`src/rtl/emp_pkg.sv`:
```
package emp_pkg;
    localparam int WIDTH_W   = 8;
    localparam int BACKLOG_W = 6;
    localparam int REMAIN_W  = WIDTH_W + 1;

    typedef struct packed {
        logic                 active;
        logic [REMAIN_W-1:0]  remain;
        logic [BACKLOG_W-1:0] backlog;
    } fix_state_t;

    function automatic logic [REMAIN_W-1:0] pulse_ticks(input logic [WIDTH_W-1:0] code);
        return {code, 1'b1};
    endfunction
endpackage

```
`src/rtl/emp_rate_loader.sv`:
```
module emp_rate_loader #(
    parameter int NCH    = 4,
    parameter int RATE_W = 32,
    localparam int AW    = $clog2(NCH)
) (
    input  logic                  clk,
    input  logic                  rst,
    input  logic                  intv_end,
    input  logic                  ready,
    input  logic                  src_host,
    input  logic [NCH*RATE_W-1:0] int_rate,
    input  logic                  host_wr,
    input  logic [AW-1:0]         host_addr,
    input  logic [RATE_W-1:0]     host_data,
    output logic [NCH*RATE_W-1:0] live_rate
);
    logic [NCH-1:0][RATE_W-1:0] shadow_q;
    logic [NCH*RATE_W-1:0]      int_stage_q;
    logic [NCH*RATE_W-1:0]      host_stage_q;
    logic                       pend_q;

    always_ff @(posedge clk) begin
        if (rst) begin
            shadow_q     <= '0;
            int_stage_q  <= '0;
            host_stage_q <= '0;
            pend_q       <= 1'b0;
            live_rate    <= '0;
        end else begin
            if (ready) begin
                int_stage_q <= int_rate;
                if (pend_q) begin
                    host_stage_q <= shadow_q;
                end
            end
            if (host_wr) begin
                shadow_q[host_addr] <= host_data;
                pend_q <= 1'b1;
            end else if (ready) begin
                pend_q <= 1'b0;
            end
            if (intv_end) begin
                live_rate <= src_host ? host_stage_q : int_stage_q;
            end
        end
    end
endmodule

```
`src/rtl/emp_phase_acc.sv`:
```
module emp_phase_acc #(
    parameter int RATE_W = 32
) (
    input  logic              clk,
    input  logic              rst,
    input  logic              tick,
    input  logic [RATE_W-1:0] rate,
    output logic              carry
);
    logic [RATE_W-1:0] acc_q;
    logic [RATE_W:0]   sum_w;

    assign sum_w = {1'b0, acc_q} + {1'b0, rate};
    assign carry = tick & sum_w[RATE_W];

    always_ff @(posedge clk) begin
        if (rst) begin
            acc_q <= '0;
        end else if (tick) begin
            acc_q <= sum_w[RATE_W-1:0];
        end
    end
endmodule

```
`src/rtl/emp_fixed_shaper.sv`:
```
module emp_fixed_shaper
    import emp_pkg::*;
(
    input  logic               clk,
    input  logic               rst,
    input  logic               tick,
    input  logic               carry,
    input  logic [WIDTH_W-1:0] width_cfg,
    output logic               active
);
    localparam logic [BACKLOG_W-1:0] BL_MAX  = '1;
    localparam logic [REMAIN_W-1:0]  LAST_ONE = REMAIN_W'(1);

    fix_state_t st_q;

    always_ff @(posedge clk) begin
        if (rst) begin
            st_q <= '0;
        end else if (tick) begin
            if (st_q.active) begin
                if (st_q.remain == LAST_ONE) begin
                    st_q.active <= 1'b0;
                end else begin
                    st_q.remain <= st_q.remain - 1'b1;
                end
                if (carry && st_q.backlog != BL_MAX) begin
                    st_q.backlog <= st_q.backlog + 1'b1;
                end
            end else if (carry || st_q.backlog != '0) begin
                st_q.active <= 1'b1;
                st_q.remain <= pulse_ticks(width_cfg);
                if (!carry) begin
                    st_q.backlog <= st_q.backlog - 1'b1;
                end
            end
        end
    end

    assign active = st_q.active;
endmodule

```
`src/rtl/meter_pulse_gen.sv`:
```
module meter_pulse_gen
    import emp_pkg::*;
#(
    parameter int NFIX   = 2,
    parameter int NHALF  = 2,
    parameter int RATE_W = 32,
    localparam int NCH   = NFIX + NHALF,
    localparam int AW    = $clog2(NCH)
) (
    input  logic                  clk,
    input  logic                  rst,
    input  logic                  pulse_init,
    input  logic                  tick,
    input  logic                  intv_end,
    input  logic                  ready,
    input  logic                  src_host,
    input  logic [NCH*RATE_W-1:0] int_rate,
    input  logic                  host_wr,
    input  logic [AW-1:0]         host_addr,
    input  logic [RATE_W-1:0]     host_data,
    input  logic [WIDTH_W-1:0]    width_cfg,
    output logic [NFIX-1:0]       pulse_fixed,
    output logic [NHALF-1:0]      pulse_half
);
    logic                  idle_q;
    logic [NCH*RATE_W-1:0] live_rate;
    logic [NCH-1:0]        carry;

    always_ff @(posedge clk) begin
        if (rst) begin
            idle_q <= pulse_init;
        end
    end

    emp_rate_loader #(.NCH(NCH), .RATE_W(RATE_W)) u_loader (
        .clk(clk), .rst(rst), .intv_end(intv_end), .ready(ready),
        .src_host(src_host), .int_rate(int_rate), .host_wr(host_wr),
        .host_addr(host_addr), .host_data(host_data), .live_rate(live_rate)
    );

    for (genvar c = 0; c < NCH; c++) begin : g_acc
        emp_phase_acc #(.RATE_W(RATE_W)) u_acc (
            .clk(clk), .rst(rst), .tick(tick),
            .rate(live_rate[c*RATE_W +: RATE_W]), .carry(carry[c])
        );
    end

    for (genvar f = 0; f < NFIX; f++) begin : g_fix
        logic act;
        emp_fixed_shaper u_shape (
            .clk(clk), .rst(rst), .tick(tick), .carry(carry[f]),
            .width_cfg(width_cfg), .active(act)
        );
        assign pulse_fixed[f] = idle_q ^ act;
    end

    for (genvar h = 0; h < NHALF; h++) begin : g_half
        logic tog_q;
        always_ff @(posedge clk) begin
            if (rst) begin
                tog_q <= 1'b0;
            end else if (carry[NFIX+h]) begin
                tog_q <= ~tog_q;
            end
        end
        assign pulse_half[h] = idle_q ^ tog_q;
    end
endmodule

```
`config.mk`:
```
export PLATFORM = sky130hd
export DESIGN_NAME = meter_pulse_gen
export DESIGN_NICKNAME = d
export VERILOG_FILES = /design/src/rtl/emp_pkg.sv /design/src/rtl/emp_rate_loader.sv /design/src/rtl/emp_phase_acc.sv /design/src/rtl/emp_fixed_shaper.sv /design/src/rtl/meter_pulse_gen.sv
export SDC_FILE = /design/constraint.sdc
export NUM_CORES = 2
export LEC_CHECK = 0
export ABC_AREA = 0
export BUFFER_PORTS_ARGS = -buffer_cell sky130_fd_sc_hd__buf_2
export CAP_MARGIN = 30
export CORE_MARGIN = 2
export CORE_UTILIZATION = 58
export CTS_BUF_LIST = sky130_fd_sc_hd__clkbuf_2 sky130_fd_sc_hd__clkbuf_4 sky130_fd_sc_hd__clkbuf_8
export CTS_CLUSTER_DIAMETER = 120
export DETAILED_ROUTE_END_ITERATION = 10
export PLACE_DENSITY = 0.79
export RECOVER_POWER = 100
export SLEW_MARGIN = 10
export SYNTH_ARGS = -nofsm -noshare
export SYNTH_HDL_FRONTEND = slang
export SYNTH_HIERARCHICAL = 1
export SYNTH_SLANG_ARGS = --single-unit
```
`constraint.sdc`:
```
create_clock -name clk -period 2.8 [get_ports clk]
set_input_delay 0.28 -clock clk [delete_from_list [all_inputs] [get_ports clk]]
set_output_delay 0.28 -clock clk [all_outputs]
set_load 0.05 [all_outputs]
```
==> flow_metrics.py <==
metrics = {
    "min_path": {
        "hp-class": "input pin to flip-flop",
        "hold_path.startpoint": "intv_end",
    },
    "route": {
        "drc": 0,
        "detail-route-antenna-nets": 0,
        "drt-vias-per-instance": 5.86,
        "routed_wl_mm": 95.9,
        "wl_per_cell_um": 19.0,
        "vias": 29600,
        "drtIter0Drc": 2015,
        "dr.pass1.iters": 6,
    },
    "grt": {
        "gr-usage-met2": 0.478,
        "grt_max_degree": 130,
        "met3_usage": 0.0559,
        "busiest_layer": "met2",
        "grtUsageMet1": 0.369,
        "grt_pass1_wl_mm": 151,
        "overflow": 0,
        "grt_pass1_vias": 29200,
        "antenna_found_initial": 2,
        "grt.total_usage": 0.293,
    },
    "critical_path": {
        "rr_startpoint": "g_acc[1].u_acc/acc_q[0]",
        "path_class": "flip-flop to flip-flop",
        "reg2reg_to": "g_fix[1].u_shape/st_q[4]",
        "rrSetupSlack_ns": -0.38,
        "critPathCaptureType": "flip-flop",
        "r2r_cells": 14,
        "crit_end": "g_fix[1].u_shape/st_q[4]",
        "cp.arrival_ns": 3.78,
        "required_ns": 3.40,
        "cp_max_fo": 4,
        "crit_path_start": "g_acc[1].u_acc/acc_q[0]",
        "start_kind": "flip-flop",
    },
    "sta": {
        "final_hold_viol_count": 0,
        "rsz0062_at_grt": "yes",
        "relSlewSlack": -0.261,
        "hold_slack_ns": 0.0669,
        "fin_skew_ns": 0.0285,
        "fmax_mhz": 314,
        "fin_ws_ns": -0.385,
        "tightest_slew_ns": 1.89,
        "setup_viol": 79,
        "period_share": 1.14,
        "period_needed_ns": 3.18,
        "final-max-slew-violation-count": 134,
    },
    "clock_tree": {
        "clkTransAtPathRegs_ns": 0.06,
        "ctsRootBufferMaster": "clkbuf_8",
        "numCtsBuffers": 111,
        "clock_latency_ns": 0.73,
        "tritoncts": "built",
        "cts_sinks": 676,
        "cts_buffer_depth": 3,
        "htree_levels": 3,
    },
    "finish": {
        "stdcell_area_um2": 42500,
        "area_growth_pct": 18.5,
        "mostFrequentLayoutCell": "dfxtp_1",
        "instances_no_fill": 5059,
        "final_core_util": 0.692,
        "drive_gt1_frac": 0.239,
        "fill_cells": 4580,
        "final_cell_mix": "dfxtp_1, mux2i_1, nor2_1",
        "final_nets": 4492,
    },
    "yosys": {
        "async_reset_ff_frac": 0,
        "synth_cell_type_count": 107,
        "syn-cell-area_um2": 35800,
        "synthCells": 3776,
        "synth_edf_count": 1,
        "ys_seq_elements": 676,
        "ys_warn_count": 6,
        "synth_ff_type": "dfxtp_1",
        "syn_avg_cell_area_um2": 9.49,
        "synthesis.nets": 4094,
        "yosysSeqAreaShare": 0.378,
    },
    "power_and_ir_drop": {
        "p_per_area_nw_per_um2": 625,
        "vdd_drop_max_uv": 616,
        "leakagePower_nw": 18.0,
    },
    "placement": {
        "place.gp.congestion": 0.932,
        "dp.cells": 4670,
        "postPlaceCellArea_um2": 37800,
        "numPortBuffers": 181,
        "hpwl_mm": 62.5,
    },
    "run_status": {
        "violations": "max-capacitance violations, max-slew violations, negative setup slack",
        "status": "complete, but fails checks",
    },
    "floorplan": {
        "ios": 182,
        "dieArea_um2": 63800,
        "start_util": 0.584,
        "num_rows": 91,
        "die_y_um": 253,
        "core_um2": 61400,
        "dieWidth_um": 253,
    },
    "run": {
        "maxCapViolCount": 2,
    },
}
-- logic make-up after synthesis --
logic type               share of synthesized area
AO/OA/AOI/OAI                                0.214
XOR/XNOR                                    0.0242
multiplexers                                 0.123
adder cells (fa/ha/maj)                     0.0497
flip-flops                                   0.378
AND/OR/NAND/NOR                              0.158
buffers and inverters                       0.0535
-- area by class of cell --
class,count,area (um2),area share
Clock inverter,31,332,0.00781
Timing Repair Buffer,558,4340,0.102
Antenna cell,1,2.50,0.0000589
Clock buffer,176,2280,0.0538
Multi-Input combinational cell,2780,20800,0.490
Inverter,47,176,0.00415
Sequential cell,676,13600,0.319
Tap cell,790,988,0.0233
-- registers in the layout, summed over array words and instances, names as in the netlist --
signal	flops
g_acc.u_acc/acc_q	128
u_loader/host_stage_q	128
u_loader/int_stage_q	128
u_loader/live_rate	128
u_loader/shadow_q	128
g_fix.u_shape/st_q	30
g_fix.u_shape/active	2
g_half.tog_q	2
idle_q	1
u_loader/pend_q	1
-- per-stage QoR --
stage | setup TNS, ns | power (mW) | setup slack, ns
finish | -20.10 | 26.6 | -0.385
detailed placement | -11.02 | 15.8 | -0.454
CTS | -8.15 | 26.2 | -0.357
global placement | -10.04 | 15.7 | -0.441
floorplan | -0.798 | 14.6 | -0.124
global route | -30.28 | 27.6 | -0.561
-- Yosys cell counts (22+ instances only) --
library cell  number  area share
dfxtp_1          675        0.38
mux2i_1          433        0.12
nor2_1           416       0.044
a21oi_1          286       0.040
nand2b_1         176       0.031
nand3_1          167       0.023
nand2_1          157       0.016
a211oi_2         140       0.049
ha_1             136       0.047
a21bo_2          134       0.037
buf_2            128       0.018
o21ai_0           81       0.011
clkbuf_1          61      0.0064
a21o_1            59       0.012
xnor2_1           59       0.014
inv_1             45      0.0047
nand4_1           42      0.0073
xor2_1            40      0.0098
buf_4             39      0.0082
a211oi_1          36      0.0075
nor3_1            29      0.0041
buf_6             22      0.0069
-- power breakdown --
part / switching, mW / internal [mW]
sequential: 0.593 / 10.2
clock: 4.14 / 5.68
combinational: 3.22 / 2.70
total: 7.95 / 18.6
-- critical path: stages (launching register included) --
cell	delay (ns)
dfxtp_2	0.35
ha_4	0.14
fa_2	0.19
a21o_1	0.20
a31oi_4	0.12
a211oi_4	0.28
o2111ai_2	0.15
nand3b_1	0.17
nand4_1	0.19
a21oi_4	0.28
nor4b_4	0.07
buf_4	0.17
a21bo_4	0.24
a22oi_2	0.17
mux2_4	0.31
-- routing by layer --
layer	vias up	routed length, um
li1	14400	-
met1	14100	41300
met2	859	44400
met3	248	5440
met4	0	4830
met5	-	0
-- what timing repair did --
item | in CTS | in global routing
gates resized for setup | 48 | 46
cloned | 2 | 0
setup buffers | 11 | 11
endpoints found under the setup margin | 32 | 37
pin swaps | 29 | 25
hold endpoints to repair | 173 | 0
hold buffers | 159 | 0
-- how the worst min path moves through the flow --
stage | cells past startpoint | slack (ns) | end
floorplan | 1 | 0.35 | g_half[0].tog_q
global placement | 2 | 0.44 | g_acc[0].u_acc/acc_q[27]
detailed placement | 2 | 0.45 | g_acc[2].u_acc/acc_q[24]
CTS | 3 | 0.007 | u_loader/shadow_q[100]
global route | 3 | 0.03 | u_loader/shadow_q[100]
finish | 3 | 0.07 | u_loader/live_rate[118]
No activity file was read; power rests on OpenSTA's default activity.
